==> src/rtl/swap_pkg.sv <==
package swap_pkg;
  localparam int NREG = 3;

  typedef enum logic [1:0] {
    BST_IDLE = 2'b00,
    BST_P23  = 2'b01,
    BST_P12  = 2'b10,
    BST_P31  = 2'b11
  } bin_state_e;
endpackage

==> src/rtl/swap_fsm.sv <==
module swap_fsm
  import swap_pkg::*;
#(
  parameter bit ONE_HOT = 1'b1
) (
  input  logic            clk,
  input  logic            rst_n,
  input  logic            start,
  output logic            idle,
  output logic [NREG-1:0] oe,
  output logic [NREG-1:0] ie,
  output logic            done
);
  logic st_p23, st_p12, st_p31;

  generate
    if (ONE_HOT) begin : g_onehot
      logic [3:0] hot_q;
      always_ff @(posedge clk) begin
        if (!rst_n) hot_q <= 4'b0001;
        else begin
          hot_q[0] <= (~start & hot_q[0]) | hot_q[3];
          hot_q[1] <= start & hot_q[0];
          hot_q[2] <= hot_q[1];
          hot_q[3] <= hot_q[2];
        end
      end
      assign idle   = hot_q[0];
      assign st_p23 = hot_q[1];
      assign st_p12 = hot_q[2];
      assign st_p31 = hot_q[3];


      hot_legal_chk: assert property (@(posedge clk) disable iff (!rst_n)
        $countones(hot_q) == 1);
    end else begin : g_binary
      bin_state_e cur_q, nxt;
      always_comb begin
        unique case (cur_q)
          BST_IDLE: nxt = start ? BST_P23 : BST_IDLE;
          BST_P23:  nxt = BST_P12;
          BST_P12:  nxt = BST_P31;
          default:  nxt = BST_IDLE;
        endcase
      end
      always_ff @(posedge clk) begin
        if (!rst_n) cur_q <= BST_IDLE;
        else        cur_q <= nxt;
      end
      assign idle   = ~cur_q[1] & ~cur_q[0];
      assign st_p23 = ~cur_q[1] &  cur_q[0];
      assign st_p12 =  cur_q[1] & ~cur_q[0];
      assign st_p31 =  cur_q[1] &  cur_q[0];
    end
  endgenerate

  assign oe   = {st_p31, st_p23, st_p12};
  assign ie   = {st_p23, st_p12, st_p31};
  assign done = st_p31;


  one_driver_chk: assert property (@(posedge clk) disable iff (!rst_n)
    $onehot0(oe));

  step_order_chk: assert property (@(posedge clk) disable iff (!rst_n)
    (oe == 3'b010) |=> (oe == 3'b001 && ie == 3'b010));

  back_to_idle_chk: assert property (@(posedge clk) disable iff (!rst_n)
    done |=> (idle && oe == 3'b000 && !done));

  idle_hold_chk: assert property (@(posedge clk) disable iff (!rst_n)
    (idle && !start) |=> idle);
endmodule

==> src/rtl/swap_regfile.sv <==
module swap_regfile
  import swap_pkg::*;
#(
  parameter int W = 16
) (
  input  logic            clk,
  input  logic            rst_n,
  input  logic [NREG-1:0] ld,
  input  logic [W-1:0]    bus_d,
  input  logic [NREG-1:0] wr,
  input  logic [W-1:0]    wr_d,
  output logic [W-1:0]    q [NREG]
);
  generate
    for (genvar i = 0; i < NREG; i++) begin : g_reg
      always_ff @(posedge clk) begin
        if (!rst_n)     q[i] <= '0;
        else if (ld[i]) q[i] <= bus_d;
        else if (wr[i]) q[i] <= wr_d;
      end


      bus_load_chk: assert property (@(posedge clk) disable iff (!rst_n)
        ld[i] |=> (q[i] == $past(bus_d)));
    end
  endgenerate
endmodule

==> src/rtl/swap_bus_mux.sv <==
module swap_bus_mux
  import swap_pkg::*;
#(
  parameter int W = 16
) (
  input  logic            clk,
  input  logic            rst_n,
  input  logic [NREG-1:0] sel,
  input  logic [W-1:0]    src [NREG],
  output logic [W-1:0]    bus
);
  always_comb begin
    bus = '0;
    for (int i = 0; i < NREG; i++)
      bus = bus | (src[i] & {W{sel[i]}});
  end


  idle_bus_zero_chk: assert property (@(posedge clk) disable iff (!rst_n)
    (sel == '0) |-> (bus == '0));
endmodule

==> src/rtl/swap_bus_ctrl.sv <==
module swap_bus_ctrl
  import swap_pkg::*;
#(
  parameter int W       = 16,
  parameter bit ONE_HOT = 1'b1
) (
  input  logic         clk,
  input  logic         rst_n,
  input  logic         start,
  input  logic [2:0]   pre_we,
  input  logic [W-1:0] pre_data,
  output logic [2:0]   oe,
  output logic [2:0]   ie,
  output logic         done,
  output logic [W-1:0] bus_q,
  output logic [W-1:0] r1_q,
  output logic [W-1:0] r2_q,
  output logic [W-1:0] r3_q
);
  logic            idle;
  logic [NREG-1:0] wr_gated;
  logic [W-1:0]    regs [NREG];

  swap_fsm #(.ONE_HOT(ONE_HOT)) u_fsm (
    .clk(clk), .rst_n(rst_n), .start(start),
    .idle(idle), .oe(oe), .ie(ie), .done(done)
  );

  assign wr_gated = pre_we & {NREG{idle}};

  swap_regfile #(.W(W)) u_regs (
    .clk(clk), .rst_n(rst_n), .ld(ie), .bus_d(bus_q),
    .wr(wr_gated), .wr_d(pre_data), .q(regs)
  );

  swap_bus_mux #(.W(W)) u_bus (
    .clk(clk), .rst_n(rst_n), .sel(oe), .src(regs), .bus(bus_q)
  );

  assign r1_q = regs[0];
  assign r2_q = regs[1];
  assign r3_q = regs[2];


  busy_write_ignored_chk: assert property (@(posedge clk) disable iff (!rst_n)
    (!idle && pre_we[1] && !ie[1]) |=> $stable(r2_q));

  bus_source_chk: assert property (@(posedge clk) disable iff (!rst_n)
    (oe == 3'b100) |-> (bus_q == r3_q));
endmodule

==> config.mk <==
export PLATFORM = sky130hd
export DESIGN_NAME = swap_bus_ctrl
export DESIGN_NICKNAME = d
export VERILOG_FILES = /design/src/rtl/swap_pkg.sv /design/src/rtl/swap_fsm.sv /design/src/rtl/swap_regfile.sv /design/src/rtl/swap_bus_mux.sv /design/src/rtl/swap_bus_ctrl.sv
export SDC_FILE = /design/constraint.sdc
export NUM_CORES = 1
export LEC_CHECK = 0
export ABC_AREA = 1
export ABC_CLOCK_PERIOD_IN_PS = 2400
export BUFFER_PORTS_ARGS = -buffer_cell sky130_fd_sc_hd__buf_4
export CAP_MARGIN = 20
export CORE_MARGIN = 3
export CORE_UTILIZATION = 47
export CTS_BUF_LIST = sky130_fd_sc_hd__clkbuf_8
export CTS_CLUSTER_DIAMETER = 60
export CTS_CLUSTER_SIZE = 25
export DETAILED_ROUTE_END_ITERATION = 12
export GPL_ROUTABILITY_DRIVEN = 0
export PLACE_DENSITY_LB_ADDON = 0.3
export REMOVE_ABC_BUFFERS = 1
export SYNTH_ARGS = -nofsm -noshare
export SYNTH_HDL_FRONTEND = slang
export SYNTH_SLANG_ARGS = --single-unit
==> constraint.sdc <==
create_clock -name clk -period 2.4 [get_ports clk]
set_input_delay 0.24 -clock clk [delete_from_list [all_inputs] [get_ports clk]]
set_output_delay 0.24 -clock clk [all_outputs]
set_load 0.02 [all_outputs]
==> out/results.tsv <==
stage	metric	value	unit
final_layout	num_antenna_cells	0	
worst_setup_path	slowest_stage	dfxtp_1	
worst_setup_path	crit_top_cell	buf_4	
drt	drc_errors	0	
power_and_ir_drop	leakagePower	1.82	nW
worst_setup_path	cp_cell_sequence	buf_4, nand2_1, nand3_1, buf_4	
min_path	min-delay-start	start	
final_layout	final_util	0.606	
worst_setup_path	start_kind	flop	
global_route	grt_pass1_wl	14600	um
clock_tree	cts_buffers	5	
final_layout	syn_to_final_growth	23.1	%
drt	viasPerCell	5.54	
worst_setup_path	worst-r2r-setup-slack	0.66	ns
drt	wl	8700	um
sta	fin_worst_skew	0.0101	ns
sta	rsz0062_at_grt	false	
worst_setup_path	crit_buf_inv	2	
worst_setup_path	critPathTopFamily	flip-flops	
yosys	async_flop_share	0	
worst_setup_path	r2r_end	u_regs.q[38]	
placement	numPortBuffers	92	
die	die_area	0.00726	sq mm
clock_tree	ctsResizeCount	0	
min_path	min_to	u_fsm.g_onehot.hot_q[0]	
global_route	grt_pass1_vias	2961	
final_layout	final_area	0.00363	sq mm
clock_tree	cts_setup_buffers	0	
global_route	antenna_found_initial	0	
clock_tree	root_buffer	clkbuf_8	
sta	max_freq	508	MHz
clock_tree	ctsHoldBuffers	0	
sta	setup_slack	0.431	ns
sta	hold_viol_final	0	
yosys	synth_top_area_frac	0.353	
worst_setup_path	critical_path_arrival	1.73	ns
min_path	hold_class	in -> reg	
min_path	hold_depth	2	
yosys	synth_cells	431	
yosys	synthFlopType	dfxtp_1	
final_layout	final_nets	523	
die	die_h	85.2	um
final_layout	final_layout_size_suffix_gt1_frac	0.259	
global_route	grt_max_degree	33	
drt	avgRoutedWirePerCell	15.1	um
worst_setup_path	r2r-start	u_fsm.g_onehot.hot_q[3]	
sta	slew_violations	0	
worst_setup_path	path_class	reg -> out	
die	core_region_area	0.00599	sq mm
yosys	yosys.area.top_type	dfxtp_1	
global_route	track_usage	0.246	
sta	worst_slew_pin_slew	0.912	ns
drt	drtIter0Drc	193	
placement	numPlacedInstances	569	
clock_tree	clk_latency	0.32	ns
die	ioPinCount	93	
power_and_ir_drop	power_density	584	mW/mm^2
sta	worst_hold_slack	0.144	ns
placement	dpl-instance-area	0.00352	sq mm
drt	vias	3194	
placement	hpwlAfterDp	5850	um
clock_tree	cts_tree	done	
worst_setup_path	slowest_delay	0.60	ns
placement	pre_cts_ws	0.763	ns
yosys	syn_avg_cell_area	6.84	sq um
worst_setup_path	endpoint_kind	output port	
final_layout	fin_cells	577	
drt	firstDrtPassIters	5	
global_route	grt_overflow	0	
clock_tree	cts_max_path_buffers	2	
status	run_status	completed	
worst_setup_path	required	2.16	ns
power_and_ir_drop	peakVddDrop	0.279	mV
sta	relSlewSlack	0.391	
sta	period_needed	1.97	ns
clock_tree	clock_sinks	52	
yosys	synth_edf_count	0	
worst_setup_path	path_max_fanout	22	
power_and_ir_drop	power	2.12	mW
die	die_w	85.2	um
drt	ant_nets	0	
yosys	yosys-top-cells-area	dfxtp_1 35%, nand2_1 16%, nand3_1 6.6%	
yosys	ys_ff_latch	52	
sta	period_share	0.820	
yosys	ys_seq_area_frac	0.353	
sta	tns	0	ns
run	drv_cap	0	
yosys	yosysWarnings	0	
clock_tree	htree_levels	2	
worst_setup_path	reg2reg_depth	4	
die	initial_core_util	0.492	
clock_tree	clkTransAtPathRegs	0.10	ns
sta	setup_viol	0	
yosys	synth_cell_types	22	
yosys	syn-cell-area	0.00295	sq mm
die	rows	28	
cells by family (layout without fill, tap and decap cells):
family          count (synthesis)  after routing  share of synthesized area
compound gates                 60             60                      0.106
flops                          52             52                      0.353
buf+inv                        74            145                      0.138
simple gates                  245            245                      0.403
cell usage in the layout, fill, tap and decap left out, drive strengths merged:
| master | count |
|---|---|
| buf | 98 |
| clkinv | 1 |
| nand3b | 12 |
| a21oi | 35 |
| nand4 | 23 |
| clkbuf | 5 |
| clkinvlp | 1 |
| nand2 | 131 |
| nor2 | 27 |
| dfxtp | 52 |
| nand3 | 52 |
| bufinv | 1 |
| inv | 39 |
| o21ai | 24 |
| o211ai | 1 |
registers in the layout, indices dropped and copies added, names as in the netlist:
signal / count
u_fsm.g_onehot.hot_q: 4
u_regs.q: 48
cells in the mapped netlist, types with 2 or more instances:
cell type / n
inv_1: 37
o21ai_0: 24
buf_4: 17
a21oi_2: 3
dfxtp_1: 52
nand3_2: 13
nand3b_1: 12
buf_6: 7
buf_2: 9
inv_2: 2
a21oi_1: 32
nand4_1: 23
nand3_1: 39
nand2_4: 3
nor2_1: 25
nand2_1: 127
how the worst max path moves through the flow:
stage | depth (start not counted) | startpoint | slack [ns] | end
floorplan | 5 | u_fsm.g_onehot.hot_q[2] | 0.29 | u_regs.q[16]
global placement | 4 | u_fsm.g_onehot.hot_q[1] | 0.78 | bus_q[14]
detailed placement | 4 | u_fsm.g_onehot.hot_q[0] | 0.76 | u_regs.q[38]
CTS | 4 | u_fsm.g_onehot.hot_q[1] | 0.42 | bus_q[14]
global route | 4 | u_fsm.g_onehot.hot_q[3] | 0.35 | bus_q[15]
finish | 4 | u_fsm.g_onehot.hot_q[1] | 0.43 | bus_q[14]
power breakdown:
part / switching (mW) / internal, mW / total, mW
Clock: 0.314 / 0.309 / 0.623
Combinational: 0.308 / 0.199 / 0.507
Sequential: 0.0612 / 0.927 / 0.988
metal layers:
| layer | global-route usage | vias to the layer above | part of all wire |
|---|---|---|---|
| li1 | - | 1543 | - |
| met1 | 0.326 | 1468 | 0.42 |
| met2 | 0.401 | 174 | 0.47 |
| met3 | 0.0573 | 9 | 0.099 |
| met4 | 0.0691 | 0 | 0.0083 |
| met5 | 0 | - | 0 |
area by class of cell:
class | instances | area [sq um]
flip-flops and latches | 52 | 1040
clock inverters | 3 | 42.5
fillers | 583 | 2360
multi-input cells | 305 | 1500
well taps | 75 | 93.8
clock buffers | 5 | 68.8
repair buffers | 98 | 736
inverters | 39 | 146
No activity file was read; power rests on OpenSTA's default activity.
